## config.mk

```make
export PLATFORM = sky130hd
export DESIGN_NAME = ob_xlat
export DESIGN_NICKNAME = d
export VERILOG_FILES = /design/src/rtl/ob_xlat_pkg.sv /design/src/rtl/ob_xlat_regs.sv /design/src/rtl/ob_xlat_match.sv /design/src/rtl/ob_xlat_pick.sv /design/src/rtl/ob_xlat.sv
export SDC_FILE = /design/constraint.sdc
export NUM_CORES = 2
export LEC_CHECK = 0
export BUFFER_PORTS_ARGS = -buffer_cell sky130_fd_sc_hd__buf_2
export CAP_MARGIN = 20
export CORE_ASPECT_RATIO = 2
export CORE_MARGIN = 2
export CORE_UTILIZATION = 55
export CTS_BUF_LIST = sky130_fd_sc_hd__clkbuf_16
export DETAILED_ROUTE_END_ITERATION = 16
export GPL_ROUTABILITY_DRIVEN = 0
export PLACE_DENSITY = 0.73
export SLEW_MARGIN = 20
export SYNTH_ARGS = -nofsm -noshare
export SYNTH_HDL_FRONTEND = slang
export SYNTH_HIERARCHICAL = 1
export SYNTH_SLANG_ARGS = --single-unit
```

## constraint.sdc

```tcl
create_clock -name clk -period 7.6 [get_ports clk]
set_input_delay 1.52 -clock clk [delete_from_list [all_inputs] [get_ports clk]]
set_output_delay 1.52 -clock clk [all_outputs]
set_load 0.02 [all_outputs]
```

## src/rtl/ob_xlat_pkg.sv

```systemverilog
package ob_xlat_pkg;
  localparam int ADDR_W = 64;
  localparam int WORD_W = 32;
  localparam int KIND_W = 3;

  // field offsets inside the register window (decoded, so fixed)
  localparam logic [4:0] OFS_VIEW = 5'h00;
  localparam logic [4:0] OFS_KIND = 5'h04;
  localparam logic [4:0] OFS_CTL  = 5'h08;
  localparam logic [4:0] OFS_BLO  = 5'h0C;
  localparam logic [4:0] OFS_BHI  = 5'h10;
  localparam logic [4:0] OFS_LIM  = 5'h14;
  localparam logic [4:0] OFS_TLO  = 5'h18;
  localparam logic [4:0] OFS_THI  = 5'h1C;

  typedef struct packed {
    logic              en;
    logic              bar;
    logic [KIND_W-1:0] kind;
    logic [ADDR_W-1:0] base;
    logic [WORD_W-1:0] lim;
    logic [ADDR_W-1:0] tgt;
  } window_t;
endpackage

```

## src/rtl/ob_xlat_regs.sv

```systemverilog
module ob_xlat_regs
  import ob_xlat_pkg::*;
#(
  parameter int          NUM_WIN  = 2,
  parameter int          VP_IDX_W = 8,
  parameter logic [11:0] WIN_BASE = 12'h900
) (
  input  logic                            clk,
  input  logic                            rst_n,
  input  logic                            cfg_wr_i,
  input  logic [11:0]                     cfg_addr_i,
  input  logic [WORD_W-1:0]               cfg_wdata_i,
  output logic [WORD_W-1:0]               cfg_rdata_o,
  output logic [NUM_WIN-1:0]              en_o,
  output logic [NUM_WIN-1:0][KIND_W-1:0]  kind_o,
  output logic [NUM_WIN-1:0][ADDR_W-1:0]  base_o,
  output logic [NUM_WIN-1:0][WORD_W-1:0]  lim_o,
  output logic [NUM_WIN-1:0][ADDR_W-1:0]  tgt_o
);
  localparam int PAD_W = WORD_W - 1 - VP_IDX_W;

  window_t [NUM_WIN-1:0] win_q, win_d;
  logic                  vp_dir_q, vp_dir_d;
  logic [VP_IDX_W-1:0]   vp_idx_q, vp_idx_d;

  logic       in_win;
  logic [4:0] fld;
  logic       sel_ok;
  window_t    cur;

  assign in_win = (cfg_addr_i[11:5] == WIN_BASE[11:5]) && (cfg_addr_i[1:0] == 2'b00);
  assign fld    = cfg_addr_i[4:0];
  assign sel_ok = !vp_dir_q && (32'(vp_idx_q) < NUM_WIN);

  // next state
  always_comb begin
    win_d    = win_q;
    vp_dir_d = vp_dir_q;
    vp_idx_d = vp_idx_q;
    if (cfg_wr_i && in_win) begin
      if (fld == OFS_VIEW) begin
        vp_dir_d = cfg_wdata_i[WORD_W-1];
        vp_idx_d = cfg_wdata_i[VP_IDX_W-1:0];
      end else if (sel_ok) begin
        for (int i = 0; i < NUM_WIN; i++) begin
          if (vp_idx_q == VP_IDX_W'(i)) begin
            case (fld)
              OFS_KIND: win_d[i].kind = cfg_wdata_i[KIND_W-1:0];
              OFS_CTL: begin
                win_d[i].en  = cfg_wdata_i[31];
                win_d[i].bar = cfg_wdata_i[30];
              end
              OFS_BLO: win_d[i].base[31:0]  = cfg_wdata_i;
              OFS_BHI: win_d[i].base[63:32] = cfg_wdata_i;
              OFS_LIM: win_d[i].lim         = cfg_wdata_i;
              OFS_TLO: win_d[i].tgt[31:0]   = cfg_wdata_i;
              OFS_THI: win_d[i].tgt[63:32]  = cfg_wdata_i;
              default: ;
            endcase
          end
        end
      end
    end
  end

  // registers
  always_ff @(posedge clk or negedge rst_n) begin
    if (!rst_n) begin
      win_q    <= '0;
      vp_dir_q <= 1'b0;
      vp_idx_q <= '0;
    end else begin
      win_q    <= win_d;
      vp_dir_q <= vp_dir_d;
      vp_idx_q <= vp_idx_d;
    end
  end

  // read path
  always_comb begin
    cur = '0;
    for (int i = 0; i < NUM_WIN; i++)
      if (vp_idx_q == VP_IDX_W'(i)) cur = win_q[i];
    cfg_rdata_o = '0;
    if (in_win) begin
      if (fld == OFS_VIEW) begin
        cfg_rdata_o = {vp_dir_q, {PAD_W{1'b0}}, vp_idx_q};
      end else if (sel_ok) begin
        case (fld)
          OFS_KIND: cfg_rdata_o = {{(WORD_W-KIND_W){1'b0}}, cur.kind};
          OFS_CTL:  cfg_rdata_o = {cur.en, cur.bar, 30'b0};
          OFS_BLO:  cfg_rdata_o = cur.base[31:0];
          OFS_BHI:  cfg_rdata_o = cur.base[63:32];
          OFS_LIM:  cfg_rdata_o = cur.lim;
          OFS_TLO:  cfg_rdata_o = cur.tgt[31:0];
          OFS_THI:  cfg_rdata_o = cur.tgt[63:32];
          default:  cfg_rdata_o = '0;
        endcase
      end
    end
  end

  for (genvar g = 0; g < NUM_WIN; g++) begin : g_out
    assign en_o[g]   = win_q[g].en;
    assign kind_o[g] = win_q[g].kind;
    assign base_o[g] = win_q[g].base;
    assign lim_o[g]  = win_q[g].lim;
    assign tgt_o[g]  = win_q[g].tgt;
  end


  bad_sel_write_chk: assert property (@(posedge clk) disable iff (!rst_n)
    (cfg_wr_i && in_win && (fld != OFS_VIEW) && !sel_ok) |=> $stable(win_q));
endmodule

```

## src/rtl/ob_xlat_match.sv

```systemverilog
module ob_xlat_match
  import ob_xlat_pkg::*;
#(
  parameter int NUM_WIN = 2
) (
  input  logic [ADDR_W-1:0]              addr_i,
  input  logic [NUM_WIN-1:0]             en_i,
  input  logic [NUM_WIN-1:0][ADDR_W-1:0] base_i,
  input  logic [NUM_WIN-1:0][WORD_W-1:0] lim_i,
  input  logic [NUM_WIN-1:0][ADDR_W-1:0] tgt_i,
  output logic [NUM_WIN-1:0]             hit_o,
  output logic [NUM_WIN-1:0][ADDR_W-1:0] xlat_o
);
  for (genvar g = 0; g < NUM_WIN; g++) begin : g_win
    logic [ADDR_W-1:0] top_addr;
    assign top_addr  = {base_i[g][ADDR_W-1:WORD_W], lim_i[g]};
    assign hit_o[g]  = en_i[g] && (addr_i >= base_i[g]) && (addr_i <= top_addr);
    assign xlat_o[g] = tgt_i[g] + (addr_i - base_i[g]);
  end
endmodule

```

## src/rtl/ob_xlat_pick.sv

```systemverilog
module ob_xlat_pick
  import ob_xlat_pkg::*;
#(
  parameter int NUM_WIN = 2
) (
  input  logic                            clk,
  input  logic                            rst_n,
  input  logic                            req_valid_i,
  input  logic [ADDR_W-1:0]               req_addr_i,
  input  logic [NUM_WIN-1:0]              hit_i,
  input  logic [NUM_WIN-1:0][ADDR_W-1:0]  xlat_i,
  input  logic [NUM_WIN-1:0][KIND_W-1:0]  kind_i,
  output logic                            rsp_valid_o,
  output logic                            rsp_miss_o,
  output logic [ADDR_W-1:0]               rsp_addr_o,
  output logic [KIND_W-1:0]               rsp_kind_o
);
  logic              any_hit;
  logic [ADDR_W-1:0] sel_addr;
  logic [KIND_W-1:0] sel_kind;
  logic              miss_d;
  logic [ADDR_W-1:0] addr_d;
  logic [KIND_W-1:0] kind_d;
  logic              valid_q, miss_q;
  logic [ADDR_W-1:0] addr_q;
  logic [KIND_W-1:0] kind_q;

  // lowest index wins
  always_comb begin
    any_hit  = 1'b0;
    sel_addr = '0;
    sel_kind = '0;
    for (int i = 0; i < NUM_WIN; i++) begin
      if (hit_i[i] && !any_hit) begin
        any_hit  = 1'b1;
        sel_addr = xlat_i[i];
        sel_kind = kind_i[i];
      end
    end
    miss_d = !any_hit;
    addr_d = any_hit ? sel_addr : req_addr_i;
    kind_d = any_hit ? sel_kind : '0;
  end

  always_ff @(posedge clk or negedge rst_n) begin
    if (!rst_n) begin
      valid_q <= 1'b0;
      miss_q  <= 1'b0;
      addr_q  <= '0;
      kind_q  <= '0;
    end else begin
      valid_q <= req_valid_i;
      if (req_valid_i) begin
        miss_q <= miss_d;
        addr_q <= addr_d;
        kind_q <= kind_d;
      end
    end
  end

  assign rsp_valid_o = valid_q;
  assign rsp_miss_o  = miss_q;
  assign rsp_addr_o  = addr_q;
  assign rsp_kind_o  = kind_q;


  rsp_latency_chk: assert property (@(posedge clk) disable iff (!rst_n)
    $past(rst_n) |-> (valid_q == $past(req_valid_i)));


  miss_passthru_chk: assert property (@(posedge clk) disable iff (!rst_n)
    ($past(rst_n) && valid_q && miss_q) |-> (addr_q == $past(req_addr_i)));


  no_hit_miss_chk: assert property (@(posedge clk) disable iff (!rst_n)
    ($past(rst_n) && valid_q && $past(hit_i == '0)) |-> miss_q);


  low_first_chk: assert property (@(posedge clk) disable iff (!rst_n)
    ($past(rst_n) && valid_q && $past(hit_i[0])) |-> (addr_q == $past(xlat_i[0])));
endmodule

```

## src/rtl/ob_xlat.sv

```systemverilog
module ob_xlat
  import ob_xlat_pkg::*;
#(
  parameter int          NUM_WIN  = 2,
  parameter int          VP_IDX_W = 8,
  parameter logic [11:0] WIN_BASE = 12'h900
) (
  input  logic        clk,
  input  logic        rst_n,
  input  logic        cfg_wr,
  input  logic [11:0] cfg_addr,
  input  logic [31:0] cfg_wdata,
  output logic [31:0] cfg_rdata,
  input  logic        req_valid,
  input  logic [63:0] req_addr,
  output logic        rsp_valid,
  output logic        rsp_miss,
  output logic [63:0] rsp_addr,
  output logic [2:0]  rsp_kind
);
  logic [NUM_WIN-1:0]             en;
  logic [NUM_WIN-1:0][KIND_W-1:0] kind;
  logic [NUM_WIN-1:0][ADDR_W-1:0] base;
  logic [NUM_WIN-1:0][WORD_W-1:0] lim;
  logic [NUM_WIN-1:0][ADDR_W-1:0] tgt;
  logic [NUM_WIN-1:0]             hit;
  logic [NUM_WIN-1:0][ADDR_W-1:0] xlat;

  ob_xlat_regs #(.NUM_WIN(NUM_WIN), .VP_IDX_W(VP_IDX_W), .WIN_BASE(WIN_BASE)) u_regs (
    .clk(clk), .rst_n(rst_n),
    .cfg_wr_i(cfg_wr), .cfg_addr_i(cfg_addr), .cfg_wdata_i(cfg_wdata),
    .cfg_rdata_o(cfg_rdata),
    .en_o(en), .kind_o(kind), .base_o(base), .lim_o(lim), .tgt_o(tgt)
  );

  ob_xlat_match #(.NUM_WIN(NUM_WIN)) u_match (
    .addr_i(req_addr), .en_i(en), .base_i(base), .lim_i(lim), .tgt_i(tgt),
    .hit_o(hit), .xlat_o(xlat)
  );

  ob_xlat_pick #(.NUM_WIN(NUM_WIN)) u_pick (
    .clk(clk), .rst_n(rst_n),
    .req_valid_i(req_valid), .req_addr_i(req_addr),
    .hit_i(hit), .xlat_i(xlat), .kind_i(kind),
    .rsp_valid_o(rsp_valid), .rsp_miss_o(rsp_miss),
    .rsp_addr_o(rsp_addr), .rsp_kind_o(rsp_kind)
  );


  reset_idle_chk: assert property (@(posedge clk) disable iff (!rst_n)
    !$past(rst_n) |-> !rsp_valid);
endmodule

```

==> metrics <==
status finished, final reports clean; final std cells w/o fill 4849; IO Pins about 210; R2R cell count 17; DR pass1 iterations 10; fillers between 6000 and 7000; # Max-Cap Violations 0; total track usage 0.418; Primary FF master, synth dfrtp_1; Final setup viols 0; Slew HR 0.226; Post CTS Setup Buffer Count 0; WL met3 15.4 mm; Pleak 18.3 nW; DRC 0; via count 32100; Req. time, crit path 6.08 ns; nets@finish 4465; Cell Chain, Critical Path buf_2 -> or3b_2 -> or2_2 -> nor3_2 -> buf_4 -> a222oi_1 -> a21oi_1 -> buf_2; Overflow after GRT 0; Clock Sink Count 408; post-synthesis register bit count 408; Buffers & Inverters on Critical Path 3; number of cell rows approximately 140; vias in the first global route 32700; vias per inst 6.62; Flop pwr share 0.375; crit end category primary output; final hold vios 0; commonest non-fill, non-tap cell in the layout inv_1; critical path arrival 4.59 ns; first-pass GRT wire length approximately 220 mm; CTS tree done; share of the synthesized area in the top cell type 0.263; Critical Path Stages 8; average cell area after synthesis 9.45 um2; Comb power frac 0.250; CTS Buf Count 42; R2R Setup Slk 2.28 ns; final hold slack 0.498 ns; CP dominant cell by count buf_2; wire length on met2 roughly 70 mm; fmax 164 MHz; delay-heaviest family, CP simple AND/OR/NAND/NOR gates; pin count of the biggest net entering global routing 181; Tcrit/Tclk final 0.803; r2r endpoint u_pick/rsp_addr_o[62]; synthesized cell area 38800 um2; Longest Clk Path Bufs 3; dpl ws 1.27 ns; fin. max-slew vios 0; RSZ-0062 raised after global routing no; CP endpoint cfg_rdata[10]; Critical Path Source cfg_addr[4]; worst reg2reg startpoint u_regs/base_o[64]; initial antenna violation count 12; Design Power slightly below 6 mW; synth top area cells dfrtp_1, ha_1, mux2_2; type of the most critical hold path register to register; port bufs 212; Max VDD drop 0.000198 V; clock power share 0.376; die span in x 192 um; number of synthesized flops with an enable pin 0; cell taking the most area after synthesis dfrtp_1; min Tclk post-route 6.11 ns; P_int 3.92 mW; Hold-fix buffers, CTS 0; library cells used by synthesis 101; setup TNS 0 ns; CTS root buf clkbuf_16; Mapped Cells 4105; most frequent cells in the layout inv_1, dfrtp_1, mux2_2; startpoint types primary input; Net Count, Synth 4663; area added between synthesis and finish 1.35%; Setup WS post-layout between 1 and 1.5 ns; switching power total 2.04 mW; slowest stage delay, CP 0.64 ns; Worst Tran Pin Value 1.16 ns; dpl hpwl 114 mm; Final ANT Viol Nets 0; top sig layer met5; dpl cells 4764; H-tree Lvls 2; ys async rst share 1.00; switching part of the total power 0.343; CP max stage cell or3b_2; post-CTS sizing 0; Routed WL 152 mm; WS Path Type primary input to primary output; maximum fanout along the worst path 21; Iter 0 DRT Violations roughly 3600; die height 380 um; starting density of the core 0.556; Die ar. 72800 um2; Clock Skew 0.0406 ns; clk_lat worst skew 0.62 ns; register area share after synthesis 0.263; PD cells 152 nW/um2; Clock Pin Slew Worst Setup and Hold Paths 0.06 ns; wl on met1 46.1 mm; Yosys warning count 6; layout cells sized above 1 0.197; WL/cell 31.4 um; core area 69800 um2
[synthesized netlist by cell type, types with 36 or more instances]
cell      instances
fa_1            126
a21oi_1         219
inv_1           661
nand2_1         115
nand3_1          95
xor2_1           42
xnor2_1          83
ha_1            320
a21o_1          167
o21ai_0         110
mux2_2          330
nand2b_1         90
clkbuf_1         77
nor2b_1          36
o211ai_2         60
nand4_1          71
a22oi_1          43
buf_4           330
nor2_1           99
dfrtp_1         408
mux2i_1         132
[metal layers]
layer,up-vias,GRT usage
li1,13400,-
met1,15600,0.414
met2,2165,0.672
met3,944,0.126
met4,16,0.419
met5,-,0
[worst min path at each step]
stage,from,end,cells past startpoint
2_1_floorplan,u_regs/base_o[107],u_regs/base_o[107],1
3_3_place_gp,u_pick/rsp_addr_o[7],u_pick/rsp_addr_o[7],2
3_5_place_dp,u_pick/rsp_addr_o[38],u_pick/rsp_addr_o[38],2
4_1_cts,u_pick/rsp_addr_o[38],u_pick/rsp_addr_o[38],2
5_1_grt,u_pick/rsp_addr_o[7],u_pick/rsp_addr_o[7],2
6_report,u_pick/rsp_addr_o[38],u_pick/rsp_addr_o[38],2
[worst reg2reg max path, delay by kind of cell, from the launching register on]
kind	cells	cell delay [ns]
compound gates	8	2.99
fa+ha+maj	3	0.97
simple gates	2	0.46
flops	1	0.41
xor+xnor	1	0.18
buf+inv	2	0.14
mux	1	0.10
[cells by family after synthesis]
family / Yosys count / share of synthesized area
mux: 501 / 0.143
buf+inv: 1152 / 0.155
xor+xnor: 125 / 0.0282
simple gates: 634 / 0.0883
fa+ha+maj: 446 / 0.168
compound gates: 839 / 0.155
flops: 408 / 0.263
[sequential cells by signal (all words and copies together), names as in the netlist, 2 cells and up]
register	count
u_pick/rsp_kind_o	3
u_pick/rsp_addr_o	64
u_regs/base_o	128
u_regs/win_q	2
u_regs/lim_o	64
u_regs/kind_o	6
u_regs/tgt_o	128
u_regs/vp_idx_q	8
u_regs/en_o	2
[layout make-up]
cell class | instances | area (um2) | share of cell area
Timing Repair Buffer | 249 | 1420 | 0.0361
Multi-Input combinational cell | 2545 | 22700 | 0.576
Tap cell | 903 | 1130 | 0.0287
Sequential cell | 408 | 10200 | 0.260
Inverter | 661 | 2480 | 0.0631
Antenna cell | 8 | 20.0 | 0.000509
Clock inverter | 33 | 352 | 0.00894
Clock buffer | 42 | 1050 | 0.0267
[metrics by stage]
step           instance area, um2   util
2_1_floorplan               38800      -
3_3_place_gp                37900  0.543
3_5_place_dp                37900  0.543
4_1_cts                     39300  0.563
5_1_grt                     39300  0.564
6_report                    39300  0.564
[power groups by stage]
stage / sequential [mW] / clock, mW / combinational (mW)
2_1_floorplan: 2.30 / 0 / 0.834
3_3_place_gp: 2.27 / 0 / 1.38
3_5_place_dp: 2.27 / 0 / 1.39
4_1_cts: 2.23 / 2.25 / 1.40
5_1_grt: 2.24 / 2.31 / 1.57
6_report: 2.23 / 2.24 / 1.49
Power figures use the tool's default switching activity.
